--- config.mk ---
export PLATFORM = sky130hd
export DESIGN_NAME = dsram_array
export DESIGN_NICKNAME = d
export VERILOG_FILES = /design/src/rtl/dsram_pkg.sv /design/src/rtl/dsram_mode_dec.sv /design/src/rtl/dsram_rst_sync.sv /design/src/rtl/dsram_store.sv /design/src/rtl/dsram_out_stage.sv /design/src/rtl/dsram_array.sv
export SDC_FILE = /design/constraint.sdc
export NUM_CORES = 1
export LEC_CHECK = 0
export ABC_CLOCK_PERIOD_IN_PS = 3800
export BUFFER_PORTS_ARGS = -buffer_cell sky130_fd_sc_hd__clkbuf_2
export CORE_MARGIN = 4
export CORE_UTILIZATION = 40
export DETAILED_ROUTE_END_ITERATION = 10
export GPL_TIMING_DRIVEN = 0
export HOLD_SLACK_MARGIN = 0.1
export SETUP_SLACK_MARGIN = 0.2
export SLEW_MARGIN = 15
export SYNTH_ARGS = -nofsm -noshare
export SYNTH_HDL_FRONTEND = slang
export SYNTH_SLANG_ARGS = --single-unit
--- constraint.sdc ---
create_clock -name clk -period 3.8 [get_ports clk]
set_input_delay 0.19 -clock clk [delete_from_list [all_inputs] [get_ports clk]]
set_output_delay 0.19 -clock clk [all_outputs]
set_load 0.03 [all_outputs]
--- src/rtl/dsram_pkg.sv ---
package dsram_pkg;
  typedef enum logic [1:0] {
    MODE_IDLE  = 2'd0,
    MODE_READ  = 2'd1,
    MODE_WRITE = 2'd2
  } dsram_mode_e;
endpackage

--- src/rtl/dsram_mode_dec.sv ---
module dsram_mode_dec
  import dsram_pkg::*;
(
  input  logic        sel_lo_n,
  input  logic        sel_hi,
  input  logic        rd_wr_n,
  output dsram_mode_e mode
);
  logic selected;

  always_comb begin
    selected = !sel_lo_n && sel_hi;
    if (!selected)    mode = MODE_IDLE;
    else if (rd_wr_n) mode = MODE_READ;
    else              mode = MODE_WRITE;
  end
endmodule

--- src/rtl/dsram_rst_sync.sv ---
module dsram_rst_sync #(
  parameter int STAGES = 2
) (
  input  logic clk,
  input  logic rst_n,
  output logic rst_ok
);
  logic [STAGES-1:0] sync_q;
  logic [STAGES-1:0] sync_d;

  always_comb begin
    sync_d = {sync_q[STAGES-2:0], 1'b1};
  end

  always_ff @(posedge clk or negedge rst_n) begin
    if (!rst_n) sync_q <= '0;
    else        sync_q <= sync_d;
  end

  assign rst_ok = sync_q[STAGES-1];
endmodule

--- src/rtl/dsram_store.sv ---
module dsram_store #(
  parameter int ADDR_W = 8,
  parameter int DATA_W = 4
) (
  input  logic              clk,
  input  logic              wr_en,
  input  logic [ADDR_W-1:0] addr,
  input  logic [DATA_W-1:0] wdata,
  output logic [DATA_W-1:0] rdata
);
  localparam int DEPTH = 1 << ADDR_W;

  logic [DATA_W-1:0] cells [DEPTH];

  always_ff @(posedge clk) begin
    if (wr_en) cells[addr] <= wdata;
  end

  assign rdata = cells[addr];
endmodule

--- src/rtl/dsram_out_stage.sv ---
module dsram_out_stage
  import dsram_pkg::*;
#(
  parameter int DATA_W = 4
) (
  input  dsram_mode_e       mode,
  input  logic              q_off,
  input  logic [DATA_W-1:0] wdata,
  input  logic [DATA_W-1:0] rdata,
  output logic [DATA_W-1:0] q,
  output logic              q_oe
);
  always_comb begin
    q_oe = (mode != MODE_IDLE) && !q_off;
    q    = '0;
    if (q_oe) begin
      if (mode == MODE_WRITE) q = wdata;
      else                    q = rdata;
    end
  end
endmodule

--- src/rtl/dsram_array.sv ---
module dsram_array
  import dsram_pkg::*;
#(
  parameter int ADDR_W = 8,
  parameter int DATA_W = 4,
  parameter int SYNC_STAGES = 2
) (
  input  logic              clk,
  input  logic              rst_n,
  input  logic [ADDR_W-1:0] addr,
  input  logic [DATA_W-1:0] d,
  input  logic              sel_lo_n,
  input  logic              sel_hi,
  input  logic              q_off,
  input  logic              rd_wr_n,
  output logic [DATA_W-1:0] q,
  output logic              q_oe
);
  dsram_mode_e       mode;
  logic              rst_ok;
  logic              wr_en;
  logic [DATA_W-1:0] rdata;

  dsram_mode_dec dec_i (
    .sel_lo_n (sel_lo_n),
    .sel_hi   (sel_hi),
    .rd_wr_n  (rd_wr_n),
    .mode     (mode)
  );

  dsram_rst_sync #(.STAGES(SYNC_STAGES)) sync_i (
    .clk    (clk),
    .rst_n  (rst_n),
    .rst_ok (rst_ok)
  );

  assign wr_en = (mode == MODE_WRITE) && rst_ok;

  dsram_store #(.ADDR_W(ADDR_W), .DATA_W(DATA_W)) store_i (
    .clk   (clk),
    .wr_en (wr_en),
    .addr  (addr),
    .wdata (d),
    .rdata (rdata)
  );

  dsram_out_stage #(.DATA_W(DATA_W)) out_i (
    .mode  (mode),
    .q_off (q_off),
    .wdata (d),
    .rdata (rdata),
    .q     (q),
    .q_oe  (q_oe)
  );
endmodule

Word-level counts from Yosys, hierarchy flattened
Memory sizes are Yosys's and may differ from the RTL's.
Index checks and enable logic that the tools add are counted.
{ "op_classes": {"mux": 6, "reduce_logical": 6, "n_eq_ne": 1} }
{ "op_table": {"columns": ["op", "n"], "rows": [
  ["two-way mux 4 bit", 2],
  ["two-way mux 2 bit", 2],
  ["logical AND 1 bit", 3],
  ["equality test 2 bit, second input constant", 1],
  ["logical NOT 1 bit", 2],
  ["two-way mux 1 bit", 2],
  ["nonzero test 2 bit", 1]
]} }
{ "word_totals": {"mem_count": 1, "inputBits": 18, "ram_bits": 1024, "register_bits": 2} }
{ "mem_list": {"columns": ["memory", "depth", "width", "read_ports", "rd_clocked_by_memory_dff", "wr", "line_no", "text"], "rows": [
  ["store_i.cells", 256, 4, 1, 0, 1, "dsram_store.sv:13", "logic [DATA_W-1:0] cells [DEPTH];"]
]} }

Depth between registers and ports, before layout
Gate-level depths: netlist of the first run.
{ "depth": {"word_depth": 7, "ltp_mapped": 11, "mapped_depth_nobuf": 6} }

Hierarchy
Synthesis of the first run repeated with hierarchy kept, for this count alone.
{ "hier_totals": {"cells_unflattened": 1976, "hier_area_um2": 40078.4} }
{ "modules_own_cells": {"columns": ["mod", "cells_per_inst", "area_each_um2", "n_inst"], "rows": [
  ["dsram_store", 1956, 39922.0, 1],
  ["dsram_out_stage", 14, 72.6, 1],
  ["dsram_rst_sync", 3, 53.8, 1],
  ["dsram_mode_dec", 2, 21.3, 1],
  ["dsram_array", 1, 8.8, 1]
]} }

Least setup slack after synthesis of the first run
No wires, ideal clock.
{ "synth_path": {"path_kind": "input to output", "start": "in addr[0]", "end": "out q[2]", "path_buffers": 6, "slack_ns": 1.176, "cell_stages": 11, "arrival_time_ns": 2.434, "t_required_ns": 3.610, "path_cell_list": "buf_2 buf_6 buf_6 buf_6 buf_6 buf_4 mux2i_1 o221ai_1 a21oi_1 or3_1 a41oi_1"} }
{ "synth_via": {"elab_chain_cells": 3} }
{ "synth_lines": {"columns": ["item", "line_no", "text"], "rows": [
  ["start: declaration", "dsram_array.sv:10", "input logic [ADDR_W-1:0] addr,"],
  ["memory read (256 x 4 bit)", null, null],
  ["two-way mux 4 bit", "dsram_out_stage.sv:17", "if (mode == MODE_WRITE) q = wdata;"],
  ["two-way mux 4 bit", "dsram_out_stage.sv:16", "if (q_oe) begin"],
  ["end: declaration", "dsram_array.sv:16", "output logic [DATA_W-1:0] q,"]
]} }
No other way between the ends.

Worst setup path after layout of the first run
{ "layout_path": {"start": "in addr[1]", "end": "out q[3]"} }
Same word-level chain as after synthesis.

==> impl_summary.txt, run 1 <==
----------------------------------------------------
[GRT]
  Final global-route overflow total ... 0
  First-pass GRT wire length ... 163200 um
  Number of antenna violations at the first check in global routing ... 4
  Total GRT Usage ... 21.85%
  Maximum number of pins on one net before global-route repair ... 145
  Number of global-route vias before repair ... 21416

[Pwr]
  Max VDD drop ... 0.4102 mV
  Power share of the clock group ... 41.2%
  Standby leakage power ... 14.02 nW
  Seq pwr share ... 53.3%
  Sw power ... 0.005051 W
  Internal cell power ... 0.01832 W
  Switching Share ... 21.62%
  Proportion of power drawn by combinational gates ... 5.6%
  Power per unit of standard cell area ... 508.1 nW/um2

[Detailed routing]
  Post-detailed-route wirelength per cell ... 33.60 um
  WL met3 ... 13430 um
  Total via count in the routed design ... 21125
  Drt initial violations ... 3154
  Met1 wire length ... 44710 um
  First-pass DRT Iterations ... 6
  Sum of routed wire length over all layers ... 116900 um
  Via density per instance ... 6.074
  Metal2 WL ... 53640 um
  Top Layer Used ... met5
  Number of nets still failing antenna checks after routing ... 0
  DRC Markers ... 0

[Placement]
  PortBufs ... 19
  Detailed-placement wirelength estimate ... 76910 um
  Area after DPL ... 42400 um2
  Last weighted congestion value of the routability-driven placer ... 0.9661
  Worst slack, placed ... -0.7579 ns

[Synth]
  Top-area cell type share of the netlist area ... 76.09%
  Synthesized area ... 40410 um2
  Number of enable-type register cells in the synthesized netlist ... 1024
  Share of synthesized flip-flops with an asynchronous set or reset ... 0.1949%
  Most instantiated flip-flop cell in the synthesis netlist ... edfxtp_1
  Top cells by area in the synthesized netlist ... edfxtp_1 76%, mux4_2 15%, nor2_1 2.5%
  Cell taking the most area after synthesis ... edfxtp_1
  Cell count after synthesis ... 1962
  Yosys warning count ... 0
  Mapped Nets ... 1980
  Post-synthesis sequential element count ... 1026
  Post-synth cell types ... 50
  Sequential element share of the synthesized area ... 76.21%
  Syn Area/Cell ... 20.60 um2

[Layout]
  Multi-input gate area in the final layout ... 9156 um2
  Fill count ... 8384
  Sequential Area ... 30800 um2
  Commonest non-fill, non-tap cells in the layout ... 1024 x edfxtp_1, 272 x mux4_2, 268 x nor2_1
  Share of post-route cells with drive strength above 1 ... 26.34%
  Post-route cell area ... 45990 um2
  Number of nets in the final layout ... 2118
  Area growth, synth to finish ... 13.80%
  Leading cell type in the layout, fill and taps excluded ... edfxtp_1

[CTS]
  Cell at the root of the clock tree ... clkbuf_16
  Maximum clock insertion buffer count ... 3
  Number of H-tree levels ... 3
  Clock Sinks ... 1026
  Clk Latency, worst-skew pair ... 0.68 ns
  Number of buffers added by the clock tree synthesis step ... 102
  Clock edge transition at the registers on the reported setup and hold paths ... 0.06 ns
  Clock tree from TritonCTS ... yes

[STA]
  Number of endpoints with negative hold slack in the final report ... 0
  Setup TNS ... 0 ns
  Final Slew Violations ... 0
  Timing-limited maximum frequency ... 0.2782 GHz
  RSZ-0062 raised after global routing ... true
  Final number of setup-violating endpoints ... 0
  Final worst-path setup slack ... 0.2052 ns
  Clock period minus worst slack ... 3.595 ns
  Tightest Pin Transition ... 0.9423 ns
  Worst clock skew ... 0.01520 ns
  Worst relative slew slack ... 36.95%
  Final period utilization ... 94.60%

[Hold path]
  Path class of the lowest-slack min-delay path ... input pin to flop

[Worst setup path]
  Largest fanout on the critical path ... 10
  Worst setup path category ... input pin to output pin
  CP Data Required Time ... 3.61 ns
  Setup crit start kind ... input pin
  Worst R2R Setup Slack ... 0.73 ns
  Worst Path Arrival ... 3.40 ns
  CP Capture Type ... output pin

[Floorplanning]
  Num ports ... 23
  Starting utilization of the core area ... 40.35%
  DIE WIDTH ... 325.9 um
  Total die area ... 106200 um2
  Std-Cell Rows ... 116
  CORE AREA ... 100100 um2
  Die Y-Extent ... 325.9 um

[Status]
  Status ... finished clean

[Run]
  Max-cap violations ... 0

----------------------------------------------------
==> logic make-up (layout without fill, tap and decap cells) <==
family,after synthesis,after routing,synth area share [%]
flip-flops,1026,1026,76.21
other,1,2,0.009279
AO/OA/AOI/OAI,117,117,2.006
multiplexers,320,320,16.37
AND/OR/NAND/NOR,376,376,3.870
buffers and inverters,122,339,1.536
==> flip-flops by register name (all words and copies together) (netlist names) <==
register,flops
store_i.cells,1024
sync_i.sync_q,2
==> cell type report <==
cell class	count	area share [%]
tap	1298	3.531
antenna	1	0.005441
clock inverter	56	0.9114
buffer	120	1.847
inverter	2	0.01632
clock buffer	127	5.939
sequential	1026	66.97
multi-input combinational	814	19.91
timing repair buffer	34	0.8679
==> synth_stat cells, types with 11 or more instances <==
| cell | n |
|---|---|
| a21oi_1 | 22 |
| a22oi_1 | 46 |
| buf_2 | 34 |
| buf_6 | 11 |
| clkbuf_1 | 58 |
| edfxtp_1 | 1024 |
| mux2i_1 | 41 |
| mux4_2 | 272 |
| nand2_1 | 44 |
| nand3_1 | 12 |
| nor2_1 | 268 |
| nor2b_1 | 15 |
==> timing repair <==
item / 4_1_cts / 5_1_grt
pin swaps: 2 / 3
endpoints found under the hold margin: 93 / 0
endpoints found under the setup margin: 40 / 4
hold buffers: 4 / 0
buffers inserted: 0 / 3
resized for setup: 80 / 40
==> worst paths after layout <==
check	from	end	cells past startpoint
max	addr[1]	q[3]	11
min	d[2]	store_i.cells[146][2]	2
max reg2reg	sync_i.sync_q[1]	store_i.cells[202][1]	5
min reg2reg	sync_i.sync_q[0]	sync_i.sync_q[1]	0
max in group asynchronous	rst_n	sync_i.sync_q[1]	3
min in group asynchronous	rst_n	sync_i.sync_q[0]	3
==> critical path, cell delays in order <==
cell      delay, ns
buf_2          0.17
buf_4          0.35
buf_4          0.34
clkbuf_4       0.39
mux4_2         0.36
mux2i_1        0.37
nor3b_1        0.14
nor4_1         0.28
a31o_1         0.20
o211ai_1       0.28
buf_4          0.29
==> power groups by stage <==
stage	Sequential (W)	Combinational [W]	Clock (W)
2_1_floorplan	0.0127	0.000604	0
3_3_place_gp	0.0128	0.00117	0
3_5_place_dp	0.0127	0.00122	0
4_1_cts	0.0124	0.00126	0.00972
5_1_grt	0.0124	0.00134	0.0102
6_report	0.0124	0.00130	0.00962
==> routing by layer <==
metal | up-vias | track usage [%]
met5 | - | 0
met4 | 4 | 8.296
met3 | 252 | 6.791
met2 | 1275 | 33.39
met1 | 11227 | 29.65
li1 | 8367 | -
==> metrics by stage <==
stage / hold slack [ns] / std cells / utilization (%) / power [W]
floorplan: -0.1056 / 1962 / - / 0.01330
global placement: -0.02537 / 3279 / 42.07 / 0.01392
detailed placement: -0.02349 / 3287 / 42.34 / 0.01391
CTS: 0.1595 / 3474 / 45.75 / 0.02343
global route: 0.1928 / 3477 / 45.92 / 0.02400
finish: 0.1593 / 3478 / 45.92 / 0.02337
Power figures use the tool's default switching activity.
==> run 2: changes to the inputs <==
Settings changed: CTS_BUF_LIST set to sky130_fd_sc_hd__clkbuf_4, SETUP_SLACK_MARGIN 0.2 to not set.
==> run 2 against run 1 <==
The flow now finishes with violations (setup timing). Final cell count grew 7.6%. Via count is 5.8% higher. Critical path depth fell by 4. Hold slack better by 0.094 ns. Count of clock-buffer cells in the layout grew 257. Global-route usage increased by 0.59 points. Critical path type is now flop to output pin. Critical endpoint unchanged. Largest cell class unchanged. Highest routed layer unchanged.
==> impl_summary.txt, run 2 (synthesis gave the netlist of run 1 again) <==
----------------------------------------------------
[Worst setup path]
  Worst-path cell chain ... mux4_2, mux4_2, nor2b_4, a2111oi_4, a31o_1, o211ai_1, buf_4
  CP Data Required Time ... 3.61 ns
  End of the worst register-to-register path ... store_i.cells[106][1]
  Instance count on the critical path ... 7
  Critical path origin ... store_i.cells[208][3]
  Worst R2R Setup Slack ... 0.76 ns
  Setup crit start kind ... flop
  Crit Reg-Reg Startpoint ... sync_i.sync_q[1]
  CP max stage cell ... mux4_2
  Most frequent cell on the critical path ... mux4_2
  Largest fanout on the critical path ... 1
  Buffers and inverters on the worst path ... 1
  Count of cells along the worst register-to-register path ... 5
  CP Capture Type ... output pin
  Worst setup path category ... flop to output pin
  Family with the most delay on the worst path ... multiplexers
  Worst Path Arrival ... 3.86 ns
  Capture point of the critical path ... q[3]
  Crit path largest cell delay ... 0.50 ns

[GRT]
  Number of antenna violations at the first check in global routing ... 8
  Final global-route overflow total ... 0
  Total GRT Usage ... 22.45%
  Number of global-route vias before repair ... 23117
  Maximum number of pins on one net before global-route repair ... 145
  First-pass GRT wire length ... 167500 um

[Detailed routing]
  DRC Markers ... 0
  Total via count in the routed design ... 22357
  First-pass DRT Iterations ... 6
  Via density per instance ... 5.971
  Drt initial violations ... 3166
  Sum of routed wire length over all layers ... 119400 um
  Post-detailed-route wirelength per cell ... 31.88 um
  Number of nets still failing antenna checks after routing ... 0

[STA]
  Final period utilization ... 106.7%
  Tightest Pin Transition ... 1.177 ns
  Final number of setup-violating endpoints ... 3
  Timing-limited maximum frequency ... 0.2467 GHz
  RSZ-0062 raised after global routing ... true
  Worst relative slew slack ... 21.56%
  Worst clock skew ... 0.06196 ns
  Final worst-path setup slack ... -0.2541 ns
  Worst Hold Slack ... 0.2536 ns
  Clock period minus worst slack ... 4.054 ns
  Number of endpoints with negative hold slack in the final report ... 0
  Final Slew Violations ... 0
  Setup TNS ... -0.2953 ns

[CTS]
  Number of buffers added by the clock tree synthesis step ... 278
  Maximum clock insertion buffer count ... 4
  Clock tree from TritonCTS ... yes
  Clock Sinks ... 1026
  Clock edge transition at the registers on the reported setup and hold paths ... 0.06 ns
  Cell at the root of the clock tree ... clkbuf_4
  Number of H-tree levels ... 5
  Clk Latency, worst-skew pair ... 1.14 ns

[Status]
  Status ... finished with violations
  Failing checks ... setup timing

[Hold path]
  WHS Path Cells ... 3
  Path class of the lowest-slack min-delay path ... input pin to flop

[Floorplanning]
  Total die area ... 106200 um2
  CORE AREA ... 100100 um2
  Std-Cell Rows ... 116
  DIE WIDTH ... 325.9 um
  Die Y-Extent ... 325.9 um
  Num ports ... 23
  Starting utilization of the core area ... 40.35%

[Layout]
  Final core utilization ... 45.98%
  Leading registers by flop count ... store_i.cells x1024, sync_i.sync_q x2
  Fill count ... 8555
  Commonest non-fill, non-tap cells in the layout ... 1024 x edfxtp_1, 394 x clkbuf_4, 272 x mux4_2
  Number of nets in the final layout ... 2305
  Register with the most flip-flops ... store_i.cells
  Number of flip-flops in the largest register ... 1024
  Leading cell type in the layout, fill and taps excluded ... edfxtp_1
  Area growth, synth to finish ... 13.95%
  Post-route cell area ... 46050 um2
  Share of post-route cells with drive strength above 1 ... 34.00%

[Pwr]
  Power per unit of standard cell area ... 498.5 nW/um2
  Max VDD drop ... 0.3368 mV
  Standby leakage power ... 14.38 nW

[Placement]
  Area after DPL ... 42400 um2
  PortBufs ... 19
  Last weighted congestion value of the routability-driven placer ... 0.9661
  Detailed-placement wirelength estimate ... 76910 um

[Run]
  Max-cap violations ... 0

----------------------------------------------------
[run 2: cell types whose count changed in the layout (fill, tap and decap cells not counted), sizes merged, moves of 3 or more]
| cell | change |
|---|---|
| clkinv | -7 |
| clkdlybuf4s15 | +3 |
| dlygate4sd3 | +9 |
| diode | +4 |
| clkbuf | +260 |
| buf | -3 |
| inv | +4 |
[run 2: stage by stage]
step                setup slack [ns]  power (W)  cells
finish                       -0.2541    0.02295   3744
global route                 -0.3025    0.02377   3744
CTS                          -0.2482    0.02305   3736
detailed placement           -0.7579    0.01391   3287
global placement              -2.236    0.01392   3279
floorplan                      1.176    0.01330   1962
[run 2: cell type report]
cell class	instances	area, um2	share of cell area (%)
timing repair buffer	45	549.3	1.193
buffer	120	720.7	1.565
clock buffer	384	2883	6.260
multi-input combinational	814	9176	19.93
inverter	2	7.507	0.01630
tap	1298	1624	3.527
antenna	5	12.51	0.02717
clock inverter	50	279.0	0.6059
sequential	1026	30800	66.88
[run 2: how the worst min path moves through the flow]
stage                                       end  slack, ns  startpoint
after global placement         sync_i.sync_q[0]      -0.03       rst_n
after floorplan                sync_i.sync_q[0]      -0.11       rst_n
final                     store_i.cells[156][2]       0.25        d[2]
after detailed placement       sync_i.sync_q[1]      -0.02       rst_n
after CTS                 store_i.cells[123][2]       0.16        d[2]
after global routing      store_i.cells[148][2]       0.24        d[2]
[run 2: tightest hold or removal path, stage by stage]
cell           delay (ns)
dlygate4sd3_1        0.54
clkbuf_8             0.14
buf_16               0.23
[run 2: what timing repair did]
item,4_1_cts,5_1_grt
resized for setup,48,27
setup endpoints to repair,4,4
hold buffers,15,0
buffers inserted,0,3
hold endpoints to repair,998,0
pin swaps,8,10
[run 2: report_power, final]
part | internal (W) | leakage [nW] | total [W] | switching [W]
Combinational | 0.000447 | 3.24 | 0.00131 | 0.000858
Clock | 0.00482 | 1.92 | 0.00920 | 0.00439
Sequential | 0.0124 | 9.22 | 0.0124 | 0.00000215
Total | 0.0177 | 14.4 | 0.0230 | 0.00525
[run 2: per-layer routing]
metal  routed length, um  part of all wire [%]  track usage (%)
met5                  31                 0.026                0
met3               14090                    12            6.907
met1               45650                    38            30.16
met2               54840                    46            33.83
met4                4756                   4.0            10.28
